File: config.mk
export PLATFORM = sky130hd
export DESIGN_NAME = ctrl_setup_rx
export DESIGN_NICKNAME = d
export VERILOG_FILES = /design/src/rtl/setup_rx_pkg.sv /design/src/rtl/setup_word_writer.sv /design/src/rtl/setup_stage_ctrl.sv /design/src/rtl/setup_pop_watch.sv /design/src/rtl/setup_rx_reserve.sv /design/src/rtl/ctrl_setup_rx.sv
export SDC_FILE = /design/constraint.sdc
export NUM_CORES = 1
export LEC_CHECK = 0
export CORE_UTILIZATION = 45
export CTS_BUF_LIST = sky130_fd_sc_hd__clkbuf_2 sky130_fd_sc_hd__clkbuf_4 sky130_fd_sc_hd__clkbuf_8
export DETAILED_ROUTE_END_ITERATION = 8
export GPL_ROUTABILITY_DRIVEN = 0
export GPL_TIMING_DRIVEN = 0
export PLACE_DENSITY_LB_ADDON = 0.12
export SYNTH_ARGS = -nofsm -noshare
export SYNTH_HDL_FRONTEND = slang
export SYNTH_SLANG_ARGS = --single-unit
File: constraint.sdc
create_clock -name clk -period 1.67 [get_ports clk]
set_input_delay 0.167 -clock clk [delete_from_list [all_inputs] [get_ports clk]]
set_output_delay 0.167 -clock clk [all_outputs]
set_load 0.005 [all_outputs]
File: src/rtl/setup_rx_pkg.sv
// Shared field positions, codes and state types for the SETUP receiver.
// Assumes a 32-bit FIFO word.
package setup_rx_pkg;
    localparam int WORD_W   = 32;
    localparam int STS_LSB  = 17;
    localparam int STS_W    = 4;
    localparam int BCNT_LSB = 4;
    localparam int BCNT_W   = 11;
    localparam int EPN_W    = 4;
    localparam int REQ_BYTES = 8;

    typedef enum logic [STS_W-1:0] {
        PS_DONE  = 4'h4,
        PS_SETUP = 4'h6
    } pkt_sts_e;

    typedef enum logic [1:0] {
        WS_IDLE = 2'd0,
        WS_LO   = 2'd1,
        WS_HI   = 2'd2
    } wr_state_e;

    // Builds a status word from its three fields.
    function automatic logic [WORD_W-1:0] make_status(
        input pkt_sts_e          sts,
        input logic [EPN_W-1:0]  epn,
        input logic [BCNT_W-1:0] bcnt
    );
        logic [WORD_W-1:0] w;
        w = '0;
        w[STS_LSB +: STS_W]   = sts;
        w[BCNT_LSB +: BCNT_W] = bcnt;
        w[0 +: EPN_W]         = epn;
        return w;
    endfunction
endpackage

File: src/rtl/setup_word_writer.sv
// Sequences FIFO writes: three words per SETUP request and one stage-done
// word on request. Assumes SETUP strobes are at least three cycles apart.
// A done request that arrives while data words are going out is held and
// written after the last word. A new SETUP drops a held done request.
module setup_word_writer
    import setup_rx_pkg::*;
#(
    parameter int EP_NUM = 0
) (
    input  logic              clk,
    input  logic              rst_n,
    input  logic              pkt_valid,
    input  logic [63:0]       pkt_data,
    input  logic              done_req,
    output logic              wr_en,
    output logic [WORD_W-1:0] wr_data
);
    localparam logic [EPN_W-1:0]  EPN       = EPN_W'(EP_NUM);
    localparam logic [BCNT_W-1:0] SETUP_BC  = BCNT_W'(REQ_BYTES);

    wr_state_e   state;
    logic [31:0] hi_word;
    logic [31:0] lo_word;
    logic        done_pend;

    // Write sequencer: emits the status word, the low half, the high half, then any held done word.
    always_ff @(posedge clk) begin
        if (!rst_n) begin
            state     <= WS_IDLE;
            hi_word   <= '0;
            lo_word   <= '0;
            done_pend <= 1'b0;
            wr_en     <= 1'b0;
            wr_data   <= '0;
        end else if (pkt_valid) begin
            lo_word   <= pkt_data[31:0];
            hi_word   <= pkt_data[63:32];
            done_pend <= 1'b0;
            wr_en     <= 1'b1;
            wr_data   <= make_status(PS_SETUP, EPN, SETUP_BC);
            state     <= WS_LO;
        end else begin
            case (state)
                WS_LO: begin
                    wr_en   <= 1'b1;
                    wr_data <= lo_word;
                    state   <= WS_HI;
                    if (done_req) done_pend <= 1'b1;
                end
                WS_HI: begin
                    wr_en   <= 1'b1;
                    wr_data <= hi_word;
                    state   <= WS_IDLE;
                    if (done_req) done_pend <= 1'b1;
                end
                default: begin
                    if (done_pend || done_req) begin
                        wr_en     <= 1'b1;
                        wr_data   <= make_status(PS_DONE, EPN, '0);
                        done_pend <= 1'b0;
                    end else begin
                        wr_en <= 1'b0;
                    end
                    state <= WS_IDLE;
                end
            endcase
        end
    end
endmodule

File: src/rtl/setup_stage_ctrl.sv
// Tracks the open Setup stage and holds the setup counter, both NAK bits and
// the OUT endpoint enable bit. A SETUP strobe overrides NAK and enable. The
// first token of an open stage raises a one-cycle done request, except when a
// SETUP strobe arrives in the same cycle.
module setup_stage_ctrl #(
    parameter int CNT_W = 2
) (
    input  logic             clk,
    input  logic             rst_n,
    input  logic             pkt_valid,
    input  logic             data_tok,
    input  logic             cnt_wr_en,
    input  logic [CNT_W-1:0] cnt_wr_val,
    input  logic             nak_in_clr,
    input  logic             nak_out_clr,
    input  logic             ep_en_set,
    input  logic             done_popped,
    output logic             done_req,
    output logic [CNT_W-1:0] setup_cnt,
    output logic             nak_in,
    output logic             nak_out,
    output logic             ep_out_en
);
    logic             stage_open;
    logic [CNT_W-1:0] cnt_base;

    // The counter value before this cycle's decrement.
    always_comb cnt_base = cnt_wr_en ? cnt_wr_val : setup_cnt;

    // A done request only comes from an open stage with no new request in the same cycle.
    always_comb done_req = data_tok && stage_open && !pkt_valid;

    // Stage flag: opened by every SETUP, closed by the done request.
    always_ff @(posedge clk) begin
        if (!rst_n)         stage_open <= 1'b0;
        else if (pkt_valid) stage_open <= 1'b1;
        else if (done_req)  stage_open <= 1'b0;
    end

    // Setup counter: software load, then decrement modulo 2**CNT_W per SETUP.
    always_ff @(posedge clk) begin
        if (!rst_n) setup_cnt <= '0;
        else        setup_cnt <= cnt_base - (pkt_valid ? CNT_W'(1) : CNT_W'(0));
    end

    // NAK bits: a SETUP sets them and wins over a software clear.
    always_ff @(posedge clk) begin
        if (!rst_n) begin
            nak_in  <= 1'b0;
            nak_out <= 1'b0;
        end else begin
            if (pkt_valid)       nak_in <= 1'b1;
            else if (nak_in_clr) nak_in <= 1'b0;
            if (pkt_valid)        nak_out <= 1'b1;
            else if (nak_out_clr) nak_out <= 1'b0;
        end
    end

    // OUT enable: set by software, cleared when the done word is popped (the clear wins).
    always_ff @(posedge clk) begin
        if (!rst_n)           ep_out_en <= 1'b0;
        else if (done_popped) ep_out_en <= 1'b0;
        else if (ep_en_set)   ep_out_en <= 1'b1;
    end
endmodule

File: src/rtl/setup_pop_watch.sv
// Watches the application's FIFO pops. When the popped word is a
// stage-done word it pulses done_popped and sets the sticky interrupt. A
// write-one clear drops the interrupt unless a new done pop falls in the
// same cycle. Assumes pop_word is valid whenever pop_en is high.
module setup_pop_watch
    import setup_rx_pkg::*;
(
    input  logic              clk,
    input  logic              rst_n,
    input  logic              pop_en,
    input  logic [WORD_W-1:0] pop_word,
    input  logic              irq_clr,
    output logic              done_popped,
    output logic              setup_irq
);
    // Decodes a popped stage-done word.
    always_comb done_popped = pop_en && (pop_word[STS_LSB +: STS_W] == PS_DONE);

    // Sticky interrupt: set wins over clear.
    always_ff @(posedge clk) begin
        if (!rst_n)           setup_irq <= 1'b0;
        else if (done_popped) setup_irq <= 1'b1;
        else if (irq_clr)     setup_irq <= 1'b0;
    end
endmodule

File: src/rtl/setup_rx_reserve.sv
// Removes the region kept back for SETUP traffic from the FIFO free count.
// Purely combinational.
module setup_rx_reserve #(
    parameter int FREE_W = 9,
    parameter int RESV   = 10
) (
    input  logic [FREE_W-1:0] fifo_free,
    output logic [FREE_W-1:0] data_room
);
    localparam logic [FREE_W-1:0] RESV_V = FREE_W'(RESV);

    // Saturating subtraction of the reserved region.
    always_comb data_room = (fifo_free > RESV_V) ? (fifo_free - RESV_V) : '0;
endmodule

File: src/rtl/ctrl_setup_rx.sv
// Top level of the control endpoint SETUP receiver. It joins the stage
// control, the write sequencer, the pop watcher and the reserve
// calculation. The reserved region is three words per request for
// MAX_SETUPS back-to-back requests, plus one done word.
module ctrl_setup_rx #(
    parameter int EP_NUM     = 0,
    parameter int CNT_W      = 2,
    parameter int FREE_W     = 9,
    parameter int MAX_SETUPS = 3
) (
    input  logic              clk,
    input  logic              rst_n,
    input  logic              pkt_valid,
    input  logic [63:0]       pkt_data,
    input  logic              data_tok,
    output logic              fifo_wr_en,
    output logic [31:0]       fifo_wr_data,
    input  logic              pop_en,
    input  logic [31:0]       pop_word,
    input  logic              cnt_wr_en,
    input  logic [CNT_W-1:0]  cnt_wr_val,
    output logic [CNT_W-1:0]  setup_cnt,
    input  logic              nak_in_clr,
    input  logic              nak_out_clr,
    output logic              nak_in,
    output logic              nak_out,
    input  logic              ep_en_set,
    output logic              ep_out_en,
    input  logic              irq_clr,
    output logic              setup_irq,
    input  logic [FREE_W-1:0] fifo_free,
    output logic [FREE_W-1:0] data_room
);
    localparam int WORDS_PER_REQ = 3;
    localparam int RESV_WORDS    = WORDS_PER_REQ * MAX_SETUPS + 1;

    logic done_req;
    logic done_popped;

    setup_stage_ctrl #(.CNT_W(CNT_W)) u_stage (
        .clk(clk), .rst_n(rst_n),
        .pkt_valid(pkt_valid), .data_tok(data_tok),
        .cnt_wr_en(cnt_wr_en), .cnt_wr_val(cnt_wr_val),
        .nak_in_clr(nak_in_clr), .nak_out_clr(nak_out_clr),
        .ep_en_set(ep_en_set), .done_popped(done_popped),
        .done_req(done_req), .setup_cnt(setup_cnt),
        .nak_in(nak_in), .nak_out(nak_out), .ep_out_en(ep_out_en)
    );

    setup_word_writer #(.EP_NUM(EP_NUM)) u_writer (
        .clk(clk), .rst_n(rst_n),
        .pkt_valid(pkt_valid), .pkt_data(pkt_data),
        .done_req(done_req),
        .wr_en(fifo_wr_en), .wr_data(fifo_wr_data)
    );

    setup_pop_watch u_pop (
        .clk(clk), .rst_n(rst_n),
        .pop_en(pop_en), .pop_word(pop_word),
        .irq_clr(irq_clr),
        .done_popped(done_popped), .setup_irq(setup_irq)
    );

    setup_rx_reserve #(.FREE_W(FREE_W), .RESV(RESV_WORDS)) u_resv (
        .fifo_free(fifo_free), .data_room(data_room)
    );
endmodule

==> reports/metrics.yaml, run 1 <==
yosys:
  synth_edf_count: 0
  synthDistinctLibCells: 43
  synth_area_um2: 4270
  yosysSeqAreaShare: 0.501
  syn_area_per_cell_um2: 10.1
  ys_async_sr_fraction: 0
  syn_inst: 423
  yosys_warnings: 0
  synth_fp_nets: 544
  synth_ff_type: "dfxtp_1"
  synth-seq-cells: 107
sta:
  slew_headroom: 0.581
  final-max-slew-violation-count: 0
  skew_ns: 0.0125
  fin_crit_ns: 1.60
  period_share: 0.960
  tightest_slew_ns: 0.629
  report.final.setup_viol: 0
  hold_ws_ns: 0.130
  hold_viol: 0
  fmax_mhz: 624
  setup_slack_ns: 0.0675
floorplanning:
  std_cell_rows: 35
  core_area_um2: 9200
  initial_utilization: 0.464
  ios: 165
  die_w_um: 99.4
  dieArea_um2: 9890
  die_h_um: 99.4
power_and_ir_drop:
  powerDensity_nw_per_um2: 840
  internal-power_uw: 3810
  switching_share: 0.250
  peakVddDrop_mv: 0.520
  p_seq_frac: 0.538
  power_frac_clock: 0.316
  p_comb_frac: 0.147
  total_leakage_power_uw: 0.00244
  power.switching_uw: 1270
route:
  first_iter_violations: 126
  wire_per_inst_um: 16.3
  drt-total-wl_um: 11300
  vias_per_cell: 5.25
  ant_nets: 0
  drc: 0
  first_pass_iters: 4
  vias: 3636
finish:
  final_cell_mix: "clkdlybuf4s50_1 (117), dfxtp_1 (107), nor2_1 (77), mux2i_1 (67), a22oi_1 (30)"
  stdcell_area_um2: 6050
  fill_cells: 783
  num_antenna_cells: 0
  drive_above_1_share: 0.141
  nets: 697
  final_cells: 692
  layout_commonest_cell: "clkdlybuf4s50_1"
  area_growth_pct: 41.5
clocking:
  h-tree-depth: 3
  clkLatencyLatePin_ns: 0.37
  cts-buffers-inserted: 9
  clkTransAtPathRegs_ns: 0.10
  cts_tree: "done"
  root_buffer: "clkbuf_8"
  cts_sinks: 107
  cts_buffer_depth: 2
worst_setup_path:
  required_ns: 1.50
  cp-start-kind: "primary input"
  worstSetupEndpointType: "primary output"
  critPathKind: "primary input to primary output"
  cp.arrival_ns: 1.44
  cp_max_fo: 4
placement:
  dpl_cell_area_um2: 5760
  numPortBuffers: 135
  dp_worst_setup_slack_ns: -0.768
  dp_cells: 669
  place_hpwl_um: 8060
grt:
  grt.total_usage: 0.233
  grt_pass1_vias: 3549
  grt_antenna_before_repair: 0
  grt_pass1_wl_um: 17900
  grt_overflow_total: 0
  grt_start_max_net_pins: 18
flow_run:
  cap_viol_max_count: 0
worst_hold_path:
  min_path_type: "primary input to flip-flop"
run_status:
  outcome: "complete, no violations"
==> through the flow <==
| stage | total power, uW | setup TNS (ns) | utilization |
|---|---|---|---|
| 6_report | 5080 | 0 | 0.657 |
| 5_1_grt | 5280 | -0.0313 | 0.657 |
| 4_1_cts | 5080 | -0.00936 | 0.654 |
| 3_5_place_dp | 3520 | -12.52 | 0.627 |
| 3_3_place_gp | 3500 | -10.45 | 0.627 |
| 2_1_floorplan | 3120 | 0 | - |
==> registers in the layout, summed over array words and instances, names as in the netlist <==
signal              count
u_writer.hi_word       32
u_stage.stage_open      1
u_writer.wr_data       32
u_writer.wr_en          1
u_writer.done_pend      1
u_stage.ep_out_en       1
u_writer.state          2
u_stage.nak_in          1
u_stage.nak_out         1
u_pop.setup_irq         1
u_stage.setup_cnt       2
u_writer.lo_word       32
==> synthesized netlist by cell type (all sizes together) (5+ instances only) <==
cell,n,share of area
buf,17,0.026
nand3,11,0.013
clkbuf,13,0.012
inv,8,0.0070
a22oi,31,0.054
dfxtp,107,0.50
nor2b,5,0.0073
o2bb2ai,20,0.041
nand3b,5,0.0088
or2,10,0.015
mux2i,67,0.16
nor2,77,0.068
a21oi,14,0.016
nand2b,5,0.0091
==> worst paths after layout <==
check	from	end	slack (ns)	cells after the start
max	fifo_free[5]	data_room[4]	0.07	7
min	rst_n	u_pop.setup_irq$_SDFFE_PN0P_	0.13	2
min reg2reg	u_writer.wr_data[10]$_SDFFE_PP0P_	u_writer.wr_data[10]$_SDFFE_PP0P_	0.47	1
max reg2reg	u_writer.state[0]$_SDFF_PN0_	u_writer.wr_data[28]$_SDFFE_PP0P_	0.07	6
==> routing by layer <==
layer  up-vias  GRT usage  wire length [um]
li1       1790          -                 -
met1      1738      0.299              5160
met2       101      0.395              5420
met3         7     0.0478               600
met4         0     0.0679                79
met5         -          0                 0
==> cell type report <==
class                   instances  area, um^2  area share
inverters                       8        30.0     0.00497
repair buffers                143        1380       0.228
well taps                     111         139      0.0230
clock inverters                 6        65.1      0.0108
multi-input cells             278        1980       0.328
flip-flops and latches        107        2140       0.354
clock buffers                  10         131      0.0217
plain buffers                  29         179      0.0296
==> what timing repair did <==
item / CTS / global route
resized for setup: 54 / 28
hold endpoints to repair: 0 / 0
pin swaps: 6 / 5
hold buffers: 0 / 0
buffers inserted: 7 / 1
endpoints found under the setup margin: 28 / 40
==> critical path, stage by stage <==
cell	delay (ns)
buf_2	0.12
or4_4	0.55
a211oi_4	0.20
buf_6	0.14
buf_6	0.09
nor2_1	0.04
buf_2	0.12
==> power groups by stage <==
stage / clock network (uW) / registers, uW / logic [uW]
6_report: 1600 / 2730 / 744
5_1_grt: 1730 / 2740 / 809
4_1_cts: 1610 / 2730 / 739
3_5_place_dp: 0 / 2790 / 735
3_3_place_gp: 0 / 2780 / 719
2_1_floorplan: 0 / 2770 / 346
==> kinds of logic (layout without fill, tap and decap cells) <==
family | count (synthesis) | in the layout | share of synthesized area
AOI/OAI and AO/OA | 78 | 78 | 0.137
xor gates and xnor gates | 2 | 2 | 0.00410
adders and majority gates | 4 | 4 | 0.0117
buffers and inverters | 38 | 196 | 0.0445
DFF | 107 | 107 | 0.501
muxes | 68 | 68 | 0.160
and+or+nand+nor | 126 | 126 | 0.141
No activity file was read; power rests on OpenSTA's default activity.
==> inputs of run 2 (changes only) <==
--- a/config.mk
+++ b/config.mk
@@ -5,7 +5,7 @@
 export SDC_FILE = /design/constraint.sdc
 export NUM_CORES = 1
 export LEC_CHECK = 0
-export CORE_UTILIZATION = 45
+export CORE_UTILIZATION = 46
 export CTS_BUF_LIST = sky130_fd_sc_hd__clkbuf_2 sky130_fd_sc_hd__clkbuf_4 sky130_fd_sc_hd__clkbuf_8
 export DETAILED_ROUTE_END_ITERATION = 8
 export GPL_ROUTABILITY_DRIVEN = 0
@@ -13,4 +13,5 @@
 export PLACE_DENSITY_LB_ADDON = 0.12
 export SYNTH_ARGS = -nofsm -noshare
 export SYNTH_HDL_FRONTEND = slang
+export SYNTH_HIERARCHICAL = 1
 export SYNTH_SLANG_ARGS = --single-unit
==> run 2 against run 1 <==
  * Cell count up 3.9%
  * Combinational power up 10%
  * Largest power group unchanged
  * Critical path depth did not move
==> reports/metrics.yaml, run 2 <==
finish:
  final_cell_mix: "clkdlybuf4s50_1 (118), dfxtp_1 (107), nor2b_1 (70), mux2i_1 (68), nor2_1 (37)"  # was clkdlybuf4s50_1 (117), dfxtp_1 (107), nor2_1 (77), mux2i_1 (67), a22oi_1 (30)
  multi_input_area_um2: 2170  # was 1980 um^2
  fin_util: 0.672  # was 0.657
  num_antenna_cells: 0  # unchanged
  fill_cells: 784  # was 783
  area_growth_pct: 40.1  # was 41.5%
  nets: 707  # was 697
  layout_commonest_cell: "clkdlybuf4s50_1"  # unchanged
  seqCellArea_um2: 2140  # unchanged
  drive_above_1_share: 0.115  # was 0.141
  final_cells: 719  # was 692
  top_regs: "u_writer/hi_word (32), u_writer/lo_word (32), u_writer/wr_data (32)"  # was u_writer.hi_word (32), u_writer.lo_word (32), u_writer.wr_data (32)
worst_setup_path:
  worstSetupEndpointType: "primary output"  # unchanged
  critPathKind: "primary input to primary output"  # unchanged
  cp-start-kind: "primary input"  # unchanged
  required_ns: 1.50  # about the same
  cp.arrival_ns: 1.47  # was 1.44 ns
  cp_max_fo: 4  # unchanged
  r2r_slack_ns: 0.11  # was 0.07 ns
grt:
  grt_antenna_before_repair: 0  # unchanged
  grt_overflow_total: 0  # unchanged
  grt_pass1_vias: 3572  # was 3549
  grt_start_max_net_pins: 17  # was 18
  grt_pass1_wl_um: 17700  # was 17900 um
  grt.total_usage: 0.227  # was 0.233
floorplanning:
  core_area_um2: 9330  # was 9200 um^2
  std_cell_rows: 35  # unchanged
  initial_utilization: 0.480  # was 0.464
  die_w_um: 101  # was 99.4 um
  dieArea_um2: 10100  # was 9890 um^2
  die_h_um: 101  # was 99.4 um
  ios: 165  # unchanged
route:
  drt-total-wl_um: 11000  # was 11300 um
  first_pass_iters: 4  # unchanged
  wire_per_inst_um: 15.3  # was 16.3 um
  drc: 0  # unchanged
  first_iter_violations: 154  # was 126
  vias_per_cell: 5.09  # was 5.25
  ant_nets: 0  # unchanged
  vias: 3659  # was 3636
sta:
  skew_ns: 0.00954  # was 0.0125 ns
  final-max-slew-violation-count: 0  # unchanged
  tightest_slew_ns: 0.639  # was 0.629 ns
  rsz0062_at_grt: "yes"
  tns_ns: 0  # unchanged
  fmax_mhz: 612  # was 624 MHz
  slew_headroom: 0.574  # was 0.581
  hold_ws_ns: 0.371  # was 0.130 ns
  hold_viol: 0  # unchanged
  report.final.setup_viol: 0  # unchanged
  fin_crit_ns: 1.63  # was 1.60 ns
  period_share: 0.978  # was 0.960
clocking:
  root_buffer: "clkbuf_8"  # unchanged
  cts_sinks: 107  # unchanged
  clkTransAtPathRegs_ns: 0.10  # about the same
  cts_tree: "done"  # unchanged
  cts-buffers-inserted: 9  # unchanged
  cts_buffer_depth: 2  # unchanged
  h-tree-depth: 3  # unchanged
  clkLatencyLatePin_ns: 0.36  # was 0.37 ns
  hold_buffers: 0  # unchanged
yosys:
  yosysSeqAreaShare: 0.479  # was 0.501
  synth_area_leaders: "dfxtp_1 (48%), mux2i_1 (15%), nor2b_1 (9.9%)"  # was dfxtp_1 (50%), mux2i_1 (16%), nor2_1 (6.8%)
  synth_most_common_cell: "dfxtp_1"  # unchanged
  synth-seq-cells: 107  # unchanged
  synthDistinctLibCells: 37  # was 43
  syn_inst: 432  # was 423
  yosys_warnings: 6  # was 0
  synth_edf_count: 0  # unchanged
  synth_fp_nets: 553  # was 544
  synth_common_cells: "dfxtp_1 (107), nor2b_1 (71), mux2i_1 (68), nor2_1 (38), a22oi_1 (31)"  # was dfxtp_1 (107), nor2_1 (77), mux2i_1 (67), a22oi_1 (31), o2bb2ai_1 (20)
  ys_async_sr_fraction: 0  # unchanged
  yosysTopAreaCellShare: 0.479  # was 0.501
  synth_area_um2: 4470  # was 4270 um^2
  synth_area_leader_cell: "dfxtp_1"  # unchanged
  syn_area_per_cell_um2: 10.4  # was 10.1 um^2
  synth_ff_type: "dfxtp_1"  # unchanged
run_status:
  outcome: "complete, no violations"  # unchanged
power_and_ir_drop:
  total_leakage_power_uw: 0.00250  # was 0.00244 uW
  finalPower_uw: 5090  # was 5080 uW
  powerDensity_nw_per_um2: 813  # was 840 nW/um^2
  peakVddDrop_mv: 0.456  # was 0.520 mV
worst_hold_path:
  min_path_type: "primary input to flip-flop"  # unchanged
placement:
  dp_cells: 697  # was 669
  numPortBuffers: 136  # was 135
  place_hpwl_um: 7790  # was 8060 um
flow_run:
  cap_viol_max_count: 0  # unchanged
run 2: cell type report:
type                       count  share of cell area
multi-input combinational    285               0.346
sequential                   107               0.342
timing repair buffer         144               0.224
buffer                        32              0.0287
tap                          129              0.0257
clock buffer                  10              0.0220
clock inverter                 5             0.00858
inverter                       7             0.00419
run 2: through the flow:
stage | instance area (um^2) | worst slack, ns
floorplan | 4470 | 0.217
global placement | 6000 | -0.726
detailed placement | 6000 | -0.772
CTS | 6200 | 0.00834
global route | 6270 | -0.00827
finish | 6270 | 0.0368
run 2: worst max-delay path: stages:
cell	delay, ns
buf_8	0.10
or3b_4	0.41
a2111oi_4	0.34
buf_4	0.19
buf_6	0.10
a31oi_1	0.03
buf_2	0.13
run 2: what timing repair did:
item / 4_1_cts / 5_1_grt
gates resized for setup: 56 / 26
setup endpoints to repair: 48 / 37
buffers inserted: 5 / 3
hold endpoints to repair: 0 / 0
pin swaps: 3 / 2
run 2: final timing paths:
check | start | end | depth (start not counted)
setup / recovery | fifo_free[2] | data_room[6] | 7
hold / removal | ep_en_set | u_stage/ep_out_en$_SDFFE_PP0P_ | 3
setup reg to reg | u_writer/state[0]$_SDFF_PN0_ | u_writer/wr_data[20]$_SDFFE_PP0P_ | 7
hold reg to reg | u_writer/wr_data[19]$_SDFFE_PN0P_ | u_writer/wr_data[19]$_SDFFE_PN0P_ | 2
run 2: routing by layer:
layer | GRT usage | share of wire | vias up
met5 | 0 | 0 | -
met4 | 0.0535 | 0.0089 | 0
met3 | 0.0583 | 0.066 | 10
met2 | 0.392 | 0.49 | 116
met1 | 0.283 | 0.43 | 1710
li1 | - | - | 1823
run 2: logic make-up (layout without fill, tap and decap cells):
group,after synthesis,after routing,share of synthesized area
multiplexers,68,68,0.152
adder cells (fa/ha/maj),4,4,0.0112
flip-flops,107,107,0.479
AND/OR/NAND/NOR,132,132,0.169
buffers and inverters,40,198,0.0431
XOR/XNOR,2,2,0.00392
AO/OA/AOI/OAI,79,79,0.142
run 2: power by group:
part / leakage [uW] / switching [uW] / total (uW) / internal [uW]
logic: 0.00152 / 334 / 822 / 488
registers: 0.000878 / 62.4 / 2730 / 2670
clock network: 0.000102 / 821 / 1540 / 722
total: 0.00250 / 1220 / 5090 / 3880
